**src/rtl/fetch_pkg.sv**
```systemverilog
package fetch_pkg;

  typedef enum logic [2:0] {
    ST_IDLE   = 3'd0,
    ST_RUN    = 3'd1,
    ST_BLOCK  = 3'd2,
    ST_SQUASH = 3'd3,
    ST_MISS   = 3'd4,
    ST_REFILL = 3'd5
  } fstate_e;

  typedef enum logic [1:0] {
    RD_NONE   = 2'd0,
    RD_COMMIT = 2'd1,
    RD_DECODE = 2'd2
  } redir_e;

endpackage

```
**src/rtl/fetch_fsm.sv**
```systemverilog
module fetch_fsm
  import fetch_pkg::*;
(
  input  logic    clk,
  input  logic    rst_n,
  input  logic    cmt_sq,
  input  logic    dec_sq,
  input  logic    rob_sq,
  input  logic    stall_any,
  input  logic    ic_hit,
  input  logic    ic_fault,
  input  logic    ic_done,
  output fstate_e state_q,
  output redir_e  redir,
  output logic    deliver,
  output logic    ic_req,
  output logic    trap_q
);

  fstate_e state_d;
  logic    trap_set;

  always_comb begin
    state_d  = state_q;
    redir    = RD_NONE;
    deliver  = 1'b0;
    ic_req   = 1'b0;
    trap_set = 1'b0;
    case (state_q)
      ST_IDLE, ST_RUN, ST_REFILL: begin
        if (cmt_sq) begin
          redir   = RD_COMMIT;
          state_d = ST_SQUASH;
        end else if (dec_sq) begin
          redir   = RD_DECODE;
          state_d = ST_SQUASH;
        end else if (rob_sq) begin
          state_d = ST_SQUASH;
        end else if (stall_any) begin
          state_d = ST_BLOCK;
        end else if (state_q == ST_REFILL) begin
          deliver = 1'b1;
          state_d = ST_RUN;
        end else begin
          ic_req = 1'b1;
          if (ic_fault) begin
            trap_set = 1'b1;
            state_d  = ST_BLOCK;
          end else if (!ic_hit) begin
            state_d = ST_MISS;
          end else begin
            deliver = 1'b1;
            state_d = ST_RUN;
          end
        end
      end
      ST_BLOCK: begin
        if (!stall_any) state_d = ST_RUN;
        if (cmt_sq) begin
          redir   = RD_COMMIT;
          state_d = ST_SQUASH;
        end else if (dec_sq) begin
          redir   = RD_DECODE;
          state_d = ST_SQUASH;
        end else if (rob_sq) begin
          state_d = ST_SQUASH;
        end
      end
      ST_SQUASH: begin
        if (cmt_sq) redir = RD_COMMIT;
        else if (!rob_sq) state_d = ST_RUN;
      end
      ST_MISS: begin
        if (ic_done) state_d = ST_REFILL;
      end
      default: state_d = ST_IDLE;
    endcase
  end

  always_ff @(posedge clk or negedge rst_n) begin
    if (!rst_n) begin
      state_q <= ST_IDLE;
      trap_q  <= 1'b0;
    end else begin
      state_q <= state_d;
      trap_q  <= trap_set;
    end
  end


  stale_done_chk: assert property (@(posedge clk) disable iff (!rst_n)
    (ic_done && state_q != ST_MISS) |=> state_q != ST_REFILL);


  req_state_chk: assert property (@(posedge clk) disable iff (!rst_n)
    ic_req |-> (state_q == ST_IDLE || state_q == ST_RUN));


  fault_block_chk: assert property (@(posedge clk) disable iff (!rst_n)
    (ic_req && ic_fault) |=> (trap_q && state_q == ST_BLOCK));

endmodule

```
**src/rtl/fetch_pc.sv**
```systemverilog
module fetch_pc
  import fetch_pkg::*;
#(
  parameter int unsigned          ADDR_W   = 32,
  parameter int unsigned          SEQ_W    = 16,
  parameter int unsigned          CNT_W    = 3,
  parameter logic [ADDR_W-1:0]    RESET_PC = '0
) (
  input  logic              clk,
  input  logic              rst_n,
  input  redir_e            redir,
  input  logic [ADDR_W-1:0] cmt_tgt,
  input  logic [ADDR_W-1:0] dec_tgt,
  input  logic              adv,
  input  logic [CNT_W-1:0]  grp_cnt,
  output logic [ADDR_W-1:0] pc_q,
  output logic [ADDR_W-1:0] npc_q,
  output logic [SEQ_W-1:0]  seq_q
);

  logic [ADDR_W-1:0] pc_d;
  logic [SEQ_W-1:0]  seq_d;
  logic              pc_en;
  logic              seq_en;

  always_comb begin
    pc_d   = pc_q;
    seq_d  = seq_q;
    pc_en  = 1'b0;
    seq_en = 1'b0;
    case (redir)
      RD_COMMIT: begin
        pc_d  = {cmt_tgt[ADDR_W-1:2], 2'b00};
        pc_en = 1'b1;
      end
      RD_DECODE: begin
        pc_d  = {dec_tgt[ADDR_W-1:2], 2'b00};
        pc_en = 1'b1;
      end
      default: begin
        if (adv) begin
          pc_d   = pc_q + (ADDR_W'(grp_cnt) << 2);
          seq_d  = seq_q + SEQ_W'(grp_cnt);
          pc_en  = 1'b1;
          seq_en = 1'b1;
        end
      end
    endcase
  end

  always_ff @(posedge clk or negedge rst_n) begin
    if (!rst_n) begin
      pc_q  <= RESET_PC;
      npc_q <= RESET_PC + ADDR_W'(4);
    end else if (pc_en) begin
      pc_q  <= pc_d;
      npc_q <= pc_d + ADDR_W'(4);
    end
  end

  always_ff @(posedge clk or negedge rst_n) begin
    if (!rst_n)      seq_q <= '0;
    else if (seq_en) seq_q <= seq_d;
  end


  npc_track_chk: assert property (@(posedge clk) disable iff (!rst_n)
    adv |=> npc_q == pc_q + ADDR_W'(4));

endmodule

```
**src/rtl/fetch_group.sv**
```systemverilog
module fetch_group #(
  parameter int unsigned FETCH_W    = 4,
  parameter int unsigned LINE_BYTES = 64,
  parameter int unsigned ADDR_W     = 32,
  parameter int unsigned SEQ_W      = 16,
  parameter int unsigned INST_W     = 32,
  parameter int unsigned CNT_W      = 3
) (
  input  logic                        clk,
  input  logic                        rst_n,
  input  logic [ADDR_W-1:0]           pc,
  input  logic [SEQ_W-1:0]            seq,
  input  logic [LINE_BYTES*8-1:0]     line,
  input  logic                        load,
  output logic [CNT_W-1:0]            grp_cnt,
  output logic [FETCH_W-1:0]          slot_valid,
  output logic [FETCH_W*INST_W-1:0]   slot_inst,
  output logic [FETCH_W*ADDR_W-1:0]   slot_pc,
  output logic [FETCH_W*ADDR_W-1:0]   slot_pred_pc,
  output logic [FETCH_W*SEQ_W-1:0]    slot_seq
);

  localparam int unsigned WORDS  = LINE_BYTES / 4;
  localparam int unsigned WIDX_W = $clog2(WORDS);

  logic [WIDX_W-1:0] widx;
  logic [WIDX_W:0]   room;

  assign widx = pc[WIDX_W+1:2];
  assign room = (WIDX_W+1)'(WORDS) - {1'b0, widx};

  always_comb begin
    if (int'(room) < int'(FETCH_W)) grp_cnt = CNT_W'(room);
    else                            grp_cnt = CNT_W'(FETCH_W);
  end

  logic              valid_q [FETCH_W];
  logic [INST_W-1:0] inst_q  [FETCH_W];
  logic [ADDR_W-1:0] pc_q    [FETCH_W];
  logic [ADDR_W-1:0] pred_q  [FETCH_W];
  logic [SEQ_W-1:0]  seq_q   [FETCH_W];

  for (genvar i = 0; i < FETCH_W; i++) begin : g_slot
    logic              vld_d;
    logic [WIDX_W-1:0] wsel;

    assign vld_d = int'(grp_cnt) > i;
    assign wsel  = widx + WIDX_W'(i);

    always_ff @(posedge clk or negedge rst_n) begin
      if (!rst_n) valid_q[i] <= 1'b0;
      else        valid_q[i] <= load & vld_d;
    end

    always_ff @(posedge clk) begin
      if (load) begin
        inst_q[i] <= line[wsel*INST_W +: INST_W];
        pc_q[i]   <= pc + ADDR_W'(4 * i);
        pred_q[i] <= pc + ADDR_W'(4 * i + 4);
        seq_q[i]  <= seq + SEQ_W'(i);
      end
    end

    assign slot_valid[i]                    = valid_q[i];
    assign slot_inst[i*INST_W +: INST_W]    = inst_q[i];
    assign slot_pc[i*ADDR_W +: ADDR_W]      = pc_q[i];
    assign slot_pred_pc[i*ADDR_W +: ADDR_W] = pred_q[i];
    assign slot_seq[i*SEQ_W +: SEQ_W]       = seq_q[i];

    if (i > 0) begin : g_prefix

      slot_prefix_chk: assert property (@(posedge clk) disable iff (!rst_n)
        valid_q[i] |-> valid_q[i-1]);
    end
  end

endmodule

```
**src/rtl/fetch_stage_ctrl.sv**
```systemverilog
module fetch_stage_ctrl
  import fetch_pkg::*;
#(
  parameter int unsigned       FETCH_W    = 4,
  parameter int unsigned       LINE_BYTES = 64,
  parameter int unsigned       ADDR_W     = 32,
  parameter int unsigned       SEQ_W      = 16,
  parameter logic [ADDR_W-1:0] RESET_PC   = '0
) (
  input  logic                      clk,
  input  logic                      rst_n,
  input  logic                      cmt_squash,
  input  logic [ADDR_W-1:0]         cmt_target,
  input  logic                      dec_squash,
  input  logic [ADDR_W-1:0]         dec_target,
  input  logic                      rob_squashing,
  input  logic                      stall_decode,
  input  logic                      stall_rename,
  input  logic                      stall_execute,
  input  logic                      stall_commit,
  output logic                      ic_req,
  output logic [ADDR_W-1:0]         ic_addr,
  input  logic                      ic_hit,
  input  logic                      ic_fault,
  input  logic [LINE_BYTES*8-1:0]   ic_line,
  input  logic                      ic_done,
  output logic [FETCH_W-1:0]        slot_valid,
  output logic [FETCH_W*32-1:0]     slot_inst,
  output logic [FETCH_W*ADDR_W-1:0] slot_pc,
  output logic [FETCH_W*ADDR_W-1:0] slot_pred_pc,
  output logic [FETCH_W*SEQ_W-1:0]  slot_seq,
  output logic [ADDR_W-1:0]         pc,
  output logic [ADDR_W-1:0]         next_pc,
  output logic                      trap_req,
  output logic [2:0]                fetch_state
);

  localparam int unsigned INST_W = 32;
  localparam int unsigned CNT_W  = $clog2(FETCH_W + 1);

  fstate_e          state_q;
  redir_e           redir;
  logic             deliver;
  logic             stall_any;
  logic [CNT_W-1:0] grp_cnt;
  logic [SEQ_W-1:0] seq_q;

  assign stall_any = stall_decode | stall_rename | stall_execute | stall_commit;

  fetch_fsm u_fsm (
    .clk       (clk),
    .rst_n     (rst_n),
    .cmt_sq    (cmt_squash),
    .dec_sq    (dec_squash),
    .rob_sq    (rob_squashing),
    .stall_any (stall_any),
    .ic_hit    (ic_hit),
    .ic_fault  (ic_fault),
    .ic_done   (ic_done),
    .state_q   (state_q),
    .redir     (redir),
    .deliver   (deliver),
    .ic_req    (ic_req),
    .trap_q    (trap_req)
  );

  fetch_pc #(
    .ADDR_W   (ADDR_W),
    .SEQ_W    (SEQ_W),
    .CNT_W    (CNT_W),
    .RESET_PC (RESET_PC)
  ) u_pc (
    .clk     (clk),
    .rst_n   (rst_n),
    .redir   (redir),
    .cmt_tgt (cmt_target),
    .dec_tgt (dec_target),
    .adv     (deliver),
    .grp_cnt (grp_cnt),
    .pc_q    (pc),
    .npc_q   (next_pc),
    .seq_q   (seq_q)
  );

  fetch_group #(
    .FETCH_W    (FETCH_W),
    .LINE_BYTES (LINE_BYTES),
    .ADDR_W     (ADDR_W),
    .SEQ_W      (SEQ_W),
    .INST_W     (INST_W),
    .CNT_W      (CNT_W)
  ) u_grp (
    .clk          (clk),
    .rst_n        (rst_n),
    .pc           (pc),
    .seq          (seq_q),
    .line         (ic_line),
    .load         (deliver),
    .grp_cnt      (grp_cnt),
    .slot_valid   (slot_valid),
    .slot_inst    (slot_inst),
    .slot_pc      (slot_pc),
    .slot_pred_pc (slot_pred_pc),
    .slot_seq     (slot_seq)
  );

  assign ic_addr     = pc;
  assign fetch_state = state_q;


  cmt_redirect_chk: assert property (@(posedge clk) disable iff (!rst_n)
    (cmt_squash && (state_q == ST_IDLE || state_q == ST_RUN ||
                    state_q == ST_REFILL || state_q == ST_BLOCK))
    |=> (pc == {$past(cmt_target[ADDR_W-1:2]), 2'b00} &&
         slot_valid == '0 && state_q == ST_SQUASH));


  seq_advance_chk: assert property (@(posedge clk) disable iff (!rst_n)
    1'b1 |=> seq_q == $past(seq_q) + SEQ_W'($countones(slot_valid)));

endmodule

```
**config.mk**
```make
export PLATFORM = sky130hd
export DESIGN_NAME = fetch_stage_ctrl
export DESIGN_NICKNAME = d
export VERILOG_FILES = /design/src/rtl/fetch_pkg.sv /design/src/rtl/fetch_fsm.sv /design/src/rtl/fetch_pc.sv /design/src/rtl/fetch_group.sv /design/src/rtl/fetch_stage_ctrl.sv
export SDC_FILE = /design/constraint.sdc
export NUM_CORES = 1
export LEC_CHECK = 0
export ABC_AREA = 1
export BUFFER_PORTS_ARGS = -buffer_cell sky130_fd_sc_hd__buf_2
export CELL_PAD_IN_SITES_DETAIL_PLACEMENT = 0
export CELL_PAD_IN_SITES_GLOBAL_PLACEMENT = 2
export CORE_AREA = 2 2 440 442
export DETAILED_ROUTE_END_ITERATION = 10
export DIE_AREA = 0 0 442 444
export GPL_TIMING_DRIVEN = 0
export PLACE_DENSITY = 0.58
export SLEW_MARGIN = 20
export SYNTH_ARGS = -nofsm -noshare
export SYNTH_HDL_FRONTEND = slang
export SYNTH_HIERARCHICAL = 1
export SYNTH_SLANG_ARGS = --single-unit
```
**constraint.sdc**
```tcl
create_clock -name clk -period 19.8 [get_ports clk]
set_input_delay 2.97 -clock clk [delete_from_list [all_inputs] [get_ports clk]]
set_output_delay 2.97 -clock clk [all_outputs]
set_load 0.05 [all_outputs]
```
* Word level (Yosys, flattened, before mapping) *
Memories as Yosys holds them, arrays and structs flattened.
Cells that the tools add are included.

word-level totals
  flip-flop bits (word level) = 88
  bits in writable memories = 448
  input port bits = 588
  output and inout bits = 553
  word-level logic and storage cells = 108
  memories kept = 4

memories
  memory        depth  width  rd ports  clocked after Yosys merged registers in  write ports  line               source
  u_grp.inst_q  4      32     4         0                                        4            fetch_group.sv:38  logic [INST_W-1:0] inst_q [FETCH_W];
  u_grp.pc_q    4      32     4         0                                        4            fetch_group.sv:39  logic [ADDR_W-1:0] pc_q [FETCH_W];
  u_grp.pred_q  4      32     4         0                                        4            fetch_group.sv:40  logic [ADDR_W-1:0] pred_q [FETCH_W];
  u_grp.seq_q   4      16     4         0                                        4            fetch_group.sv:41  logic [SEQ_W-1:0] seq_q [FETCH_W];

cells by class
  add/sub/neg operators = 14
  $lt $le $gt $ge = 5
  equal/unequal tests = 11
  shifts and indexed selects = 4
  muxes and demuxes = 47
  bitwise gates (word level) = 8
  reduce and logical (&&, ||, !) cells = 6

operators with widths
  cell                                                            count
  indexed part select 512 x 10 -> 32 bit                          4
  adder 32 x 3 -> 32 bit (second input constant)                  2
  adder 32 x 4 -> 32 bit (second input constant)                  2
  case mux 32 bit (2 select lines)                                1
  2-to-1 mux 3 bit                                                15
  adder 16 x 2 -> 16 bit (second input constant)                  2
  adder 32 x 5 -> 32 bit                                          1
  adder 32 x 5 -> 32 bit (second input constant)                  1
  2-to-1 mux 32 bit                                               1
  2-to-1 mux 1 bit                                                26
  adder 16 x 1 -> 16 bit (second input constant)                  1
  adder 16 x 3 -> 16 bit                                          1
  case mux 3 bit (4 select lines)                                 1
  adder 4 x 2 -> 4 bit (second input constant)                    2
  == test 3 x 2 -> 1 bit (second input constant)                  2
  == test 3 bit (second input constant)                           2
  greater-than comparator 3 x 1 -> 1 bit (second input constant)  2
  greater-than comparator 3 x 2 -> 1 bit (second input constant)  2
  != test 2 bit (second input constant)                           3
  less-than comparator 5 x 3 -> 1 bit (second input constant)     1
  != test 5 bit (second input constant)                           1
  subtractor 5 x 4 -> 5 bit (first input constant)                1
  adder 4 x 1 -> 4 bit (second input constant)                    1
  AND 1 bit                                                       4
  13 further kinds                                                16

* Longest topological paths before layout *
  depth after elaboration = 11
  gate-level depth with buffers = 31
  gate-level depth less buffers = 28

* Hierarchy *
Netlist, hierarchy kept.

modules (own cells, without submodules)
  module            times used  cells each  area an instance (um2)  sequential area each (um2)
  fetch_group       1           4604        29732.3                 10249.8
  fetch_pc          1           807         5765.5                  1953.1
  fetch_fsm         1           59          336.6                   100.1
  fetch_stage_ctrl  1           35          251.5                   0.0

* Worst setup path before layout *
OpenSTA, ideal clock, no wires.

  path kind = input to register
  from = in stall_commit
  to = reg u_pc.npc_q[24]
  library setup time = 118 ps
  arrival time = 20028 ps
  required time = 19682 ps
  slack = -346 ps
  stages = 24
  path buffers = 1
  cells stage by stage = nor2_1 > nand2_1 > inv_1 > nand2_1 > nor2_1 > buf_6 > inv_4 > nand2_8 > inv_4 > nand2_1 > nand3_2 > inv_1 > ha_1 > inv_1 > nor2_1 > nand3_1 > nor2_2 > nand2_1 > nor2_4 > nand2_4 > nor2_4 > nand3_1 > nand3_1 > nand2_1

on the way
  cells in the longest elaborated chain, start to end = 9
  elaborated cells between the ends (all ways) = 11
  classes of those cells = add/sub: 1; mux: 9; bitwise: 1

ends and longest elaborated chain
  element                           line                    source
  start: declaration                fetch_stage_ctrl.sv:20  input logic stall_commit,
  OR 1 bit                          fetch_stage_ctrl.sv:48  assign stall_any = stall_decode | stall_rename | stall_execute | stall_commit;
  via stall_any                     fetch_stage_ctrl.sv:44  logic stall_any;
  2-to-1 mux 1 bit                  fetch_fsm.sv:39         end else if (stall_any) begin
  2-to-1 mux 1 bit                  fetch_fsm.sv:37         end else if (rob_sq) begin
  2-to-1 mux 1 bit                  fetch_fsm.sv:34         end else if (dec_sq) begin
  2-to-1 mux 1 bit                  fetch_fsm.sv:31         if (cmt_sq) begin
  2-to-1 mux 1 bit                  fetch_fsm.sv:29         case (state_q)
  via deliver                       fetch_stage_ctrl.sv:43  logic deliver;
  2-to-1 mux 32 bit                 fetch_pc.sv:41          if (adv) begin
  case mux 32 bit (2 select lines)  fetch_pc.sv:31          case (redir)
  via u_pc.pc_d[3]                  fetch_pc.sv:21          logic [ADDR_W-1:0] pc_d;
  adder 32 x 3 -> 32 bit            fetch_pc.sv:57          npc_q <= pc_d + ADDR_W'(4);
  end signal: assignment            fetch_pc.sv:54          npc_q <= RESET_PC + ADDR_W'(4);
  end signal: assignment            fetch_pc.sv:57
  end: declaration                  fetch_pc.sv:17          output logic [ADDR_W-1:0] npc_q,

The timed path passes the listed nets, and every way through them passes these cells.
A chain may end at the register's enable or synchronous reset.

* Worst setup path in the final report *
  from = reg u_pc.pc_q[3]
  to = reg u_pc.npc_q[25]

on the way
  cells in the longest elaborated chain, start to end = 7

ends and longest elaborated chain
  element                              line                    source
  start: declaration                   fetch_pc.sv:16          output logic [ADDR_W-1:0] pc_q,
  start signal: assignment             fetch_pc.sv:56          pc_q <= pc_d;
  subtractor 5 x 4 -> 5 bit *          fetch_group.sv:30       assign room = (WIDX_W+1)'(WORDS) - {1'b0, widx};
  less-than comparator 5 x 3 -> 1 bit  fetch_group.sv:33       if (int'(room) < int'(FETCH_W)) grp_cnt = CNT_W'(room);
  2-to-1 mux 3 bit *                   fetch_group.sv:33
  via grp_cnt[1]                       fetch_stage_ctrl.sv:45  logic [CNT_W-1:0] grp_cnt;
  adder 32 x 5 -> 32 bit *             fetch_pc.sv:42          pc_d = pc_q + (ADDR_W'(grp_cnt) << 2);
  2-to-1 mux 32 bit *                  fetch_pc.sv:41
  case mux 32 bit (2 select lines) *   fetch_pc.sv:31
  adder 32 x 3 -> 32 bit *             fetch_pc.sv:57

Mark *: on every way through the listed nets, which the timed path passes. The rest lies on a longest branch.

==> flow_summary.toml <==
[worst_setup_path]
crit_fanout = 13
cp_common_cell = "nand2_1"
r2r-start = "u_pc/pc_q[3]$_DFFE_PN0P_"
criticalPathCategory = "register to register"
max_stage_delay_ps = 780
crit_path_end = "u_pc/npc_q[25]$_DFFE_PN0P_"
r2r_cells = 28
cp.arrival_ps = 8180
worstReg2RegEnd = "u_pc/npc_q[25]$_DFFE_PN0P_"
worst_path_max_delay_cell = "dfrtp_1"
end_kind = "register"
worstPathRequired_ps = 20380
crit_start = "u_pc/pc_q[3]$_DFFE_PN0P_"
crit_path_start_kind = "register"
reg2reg_setup_slack_ps = 12200

[pwr]
pwr_density_cell_nw_per_um2 = 191
vdd.ir_drop.worst_uv = 98.9
cellLeakagePower_nw = 23.3

[clock_network]
cts_buffers = 56
cts_resized = 0
cts_setup_buffers = 0
clock_latency_ps = 730
cts_hold_buf = 0
clkSinkCount = 424
cts_tree = "built"
clk_pin_slew_worst_paths_ps = 50
h-tree-depth = 2
cts-root-buf = "clkbuf_16"
clock_path_buffers = 3

[drt]
wl_met2_um = 170000
wl_per_cell_um = 43.3
ant_nets = 0
met3_length_um = 35600
vias = 50192
route.detailed.drc = 0
dr.max_layer_used = "met5"
wl_met1_um = 162000
initialDrtViolationCount = 7395
vias_per_cell = 5.39
drt_pass1_iterations = 6
drt-total-wl_um = 403000

[cells_and_area]
post_route_cells_drive_above_1_share_pct = 26.6
area_growth_syn_to_layout_pct = 30.9
nets = 7325
final_core_util_pct = 24.7
instances_no_fill = 9307

[timing]
report.final.hold_viol_count = 0
final_max_slew_viol_count = 0
fin_crit_sh_pct = 38.4
max_freq_mhz = 132
skew_ps = 43.7
setup_viol = 0
timing.hold.ws_ps = 480
layout_min_cycle_time_ps = 7600
tightest_slew_ps = 1370
rsz0062_at_grt = "false"
relSlewSlack_pct = 8.43
setup_ws_ps = 12200
tns_ps = 0

[floorplanning]
rows = 161
coreArea_um2 = 192000
ios = 1141
fp.dieH_um = 444
start_util_pct = 18.8
die_w_um = 442
die_area_um2 = 196000

[synth]
syn_area_um2 = 36100
synth-simple-area-share_pct = 51.0
synth-compound-area-share_pct = 1.47
muxShareOfSynthArea_pct = 0.0555
syn_avg_cell_area_um2 = 6.56
synth_top_family_by_area = "simple AND/OR/NAND/NOR gates"
synth_fa_ha_area_share_pct = 0.804
syn-num-nets = 6115
ys_top_cells_by_area = "edfxtp_1 28%, nand3_1 23%, nand2_1 23%"
synth-edff-count = 338
yosysMostFrequentCell = "nand2_1"
yosysUniqueCellTypes = 51
synth_common_cells = "2183 x nand2_1, 1687 x nand3_1, 338 x edfxtp_1, 197 x buf_2, 194 x buf_4"
post-synth-top-area-cell = "edfxtp_1"
synth_top_area_share_pct = 28.1
syn_inst = 5505
yosys_warnings = 6
ys.flop_type = "edfxtp_1"
ys_ff_latch = 424
async_flop_share_pct = 20.3
synth-xor-area-share_pct = 2.59
ys_seq_area_share_pct = 34.1

[global_routing]
grt_pass1_vias = 47097
antenna_found_initial = 70
grt_pass1_wl_um = 503000
grt_start_max_net_pins = 56
grt_use_total_pct = 39.4
grt-ovfl-total = 0

[place]
dp_hpwl_um = 335000
place_inst = 9183
gp_congestion = 1.07
io_buffers = 1136
preCtsSetupSlack_ps = 12260

[run]
maxCapViolCount = 0

[run_status]
outcome = "complete, no violations"

[min_path]
hold_path_class = "register to register"
-- placed cells by master (no fill, tap or decap), types with 5 or more instances in the layout --
cell type	synthesis	layout
buf_12	0	12
clkbuf_16	0	56
dfrtp_1	85	85
xnor2_1	22	22
nor3_1	13	13
clkbuf_1	66	56
ha_1	20	20
a22o_1	8	8
clkinv_1	3	13
clkbuf_2	5	22
or2_2	5	5
nor2_4	12	13
nand3_2	10	10
nand2_1	2183	2183
xor2_1	83	83
nor2_2	33	33
clkinv_2	1	11
inv_1	170	170
o21ai_1	6	6
diode_2	0	20
nand2_4	10	10
nor2_1	163	162
buf_4	194	194
inv_2	20	20
edfxtp_1	338	338
nand2_2	23	23
nand3_1	1687	1687
a221o_1	12	12
buf_1	29	14
o21ai_0	35	35
a21oi_1	11	11
nand4_1	23	23
buf_2	197	1347
nor2_8	5	5
-- cell families after synthesis --
group / after synthesis
XOR/XNOR: 106
multiplexers: 2
flip-flops: 424
adder cells (fa/ha/maj): 22
AND/OR/NAND/NOR: 4178
AO/OA/AOI/OAI: 83
buffers and inverters: 690
-- where the power goes --
part	switching [mW]	leakage (nW)	internal, mW
combinational	5.44	18.2	1.25
sequential	0.156	4.23	1.14
clock	0.466	0.894	0.587
total	6.06	23.3	2.97
-- per-layer routing --
layer	vias up	track usage, %
met4	14	28.5
li1	20703	-
met1	25025	49.4
met5	-	0
met2	3492	58.9
met3	958	9.45
-- through the flow --
step           cell area (um^2)  power, mW
5_1_grt                   47200       9.03
2_1_floorplan             36100       4.10
4_1_cts                   47200       8.64
3_3_place_gp              44900       7.59
3_5_place_dp              45300       7.56
6_report                  47200       9.03
-- worst max-delay path, delay by kind of cell (launching register included) --
kind | cells | cell delay, ps
adder cells (fa/ha/maj) | 2 | 990
buffers and inverters | 10 | 2970
flip-flops | 1 | 780
AND/OR/NAND/NOR | 16 | 2570
-- state kept, by name, indices dropped and copies added, names as in the netlist --
signal / count
u_fsm/trap_q: 1
u_pc/pc_q: 32
u_grp/seq_q: 62
u_pc/seq_q: 16
u_pc/npc_q: 30
u_fsm/state_q: 3
u_grp/pc_q: 89
u_grp/inst_q: 128
u_grp/pred_q: 59
u_grp/slot_valid: 4
-- cell type report --
cell class	count	area [um^2]
Antenna cell	20	50.0
Sequential cell	424	12300
Timing Repair Buffer	1152	6040
Tap cell	2526	3160
Inverter	197	751
Multi-Input combinational cell	4391	20200
Buffer	493	2890
Clock inverter	38	370
Clock buffer	66	1470
Fill cell	22111	144000
-- worst min-delay path by stage --
stage                               startpoint                     endpoint  slack [ps]  depth (start not counted)
floorplan            u_pc/seq_q[9]$_DFFE_PN0P_  u_grp/seq_q[0][9]$_DFFE_PP_         460                          0
global placement    u_pc/npc_q[19]$_DFFE_PN0P_   u_pc/npc_q[19]$_DFFE_PN0P_         470                          2
detailed placement  u_pc/npc_q[20]$_DFFE_PN0P_   u_pc/npc_q[20]$_DFFE_PN0P_         470                          2
CTS                 u_pc/npc_q[20]$_DFFE_PN0P_   u_pc/npc_q[20]$_DFFE_PN0P_         490                          2
global route        u_pc/npc_q[24]$_DFFE_PN0P_   u_pc/npc_q[24]$_DFFE_PN0P_         510                          2
finish              u_pc/npc_q[20]$_DFFE_PN0P_   u_pc/npc_q[20]$_DFFE_PN0P_         480                          2
(Power assumes the default switching activity.)
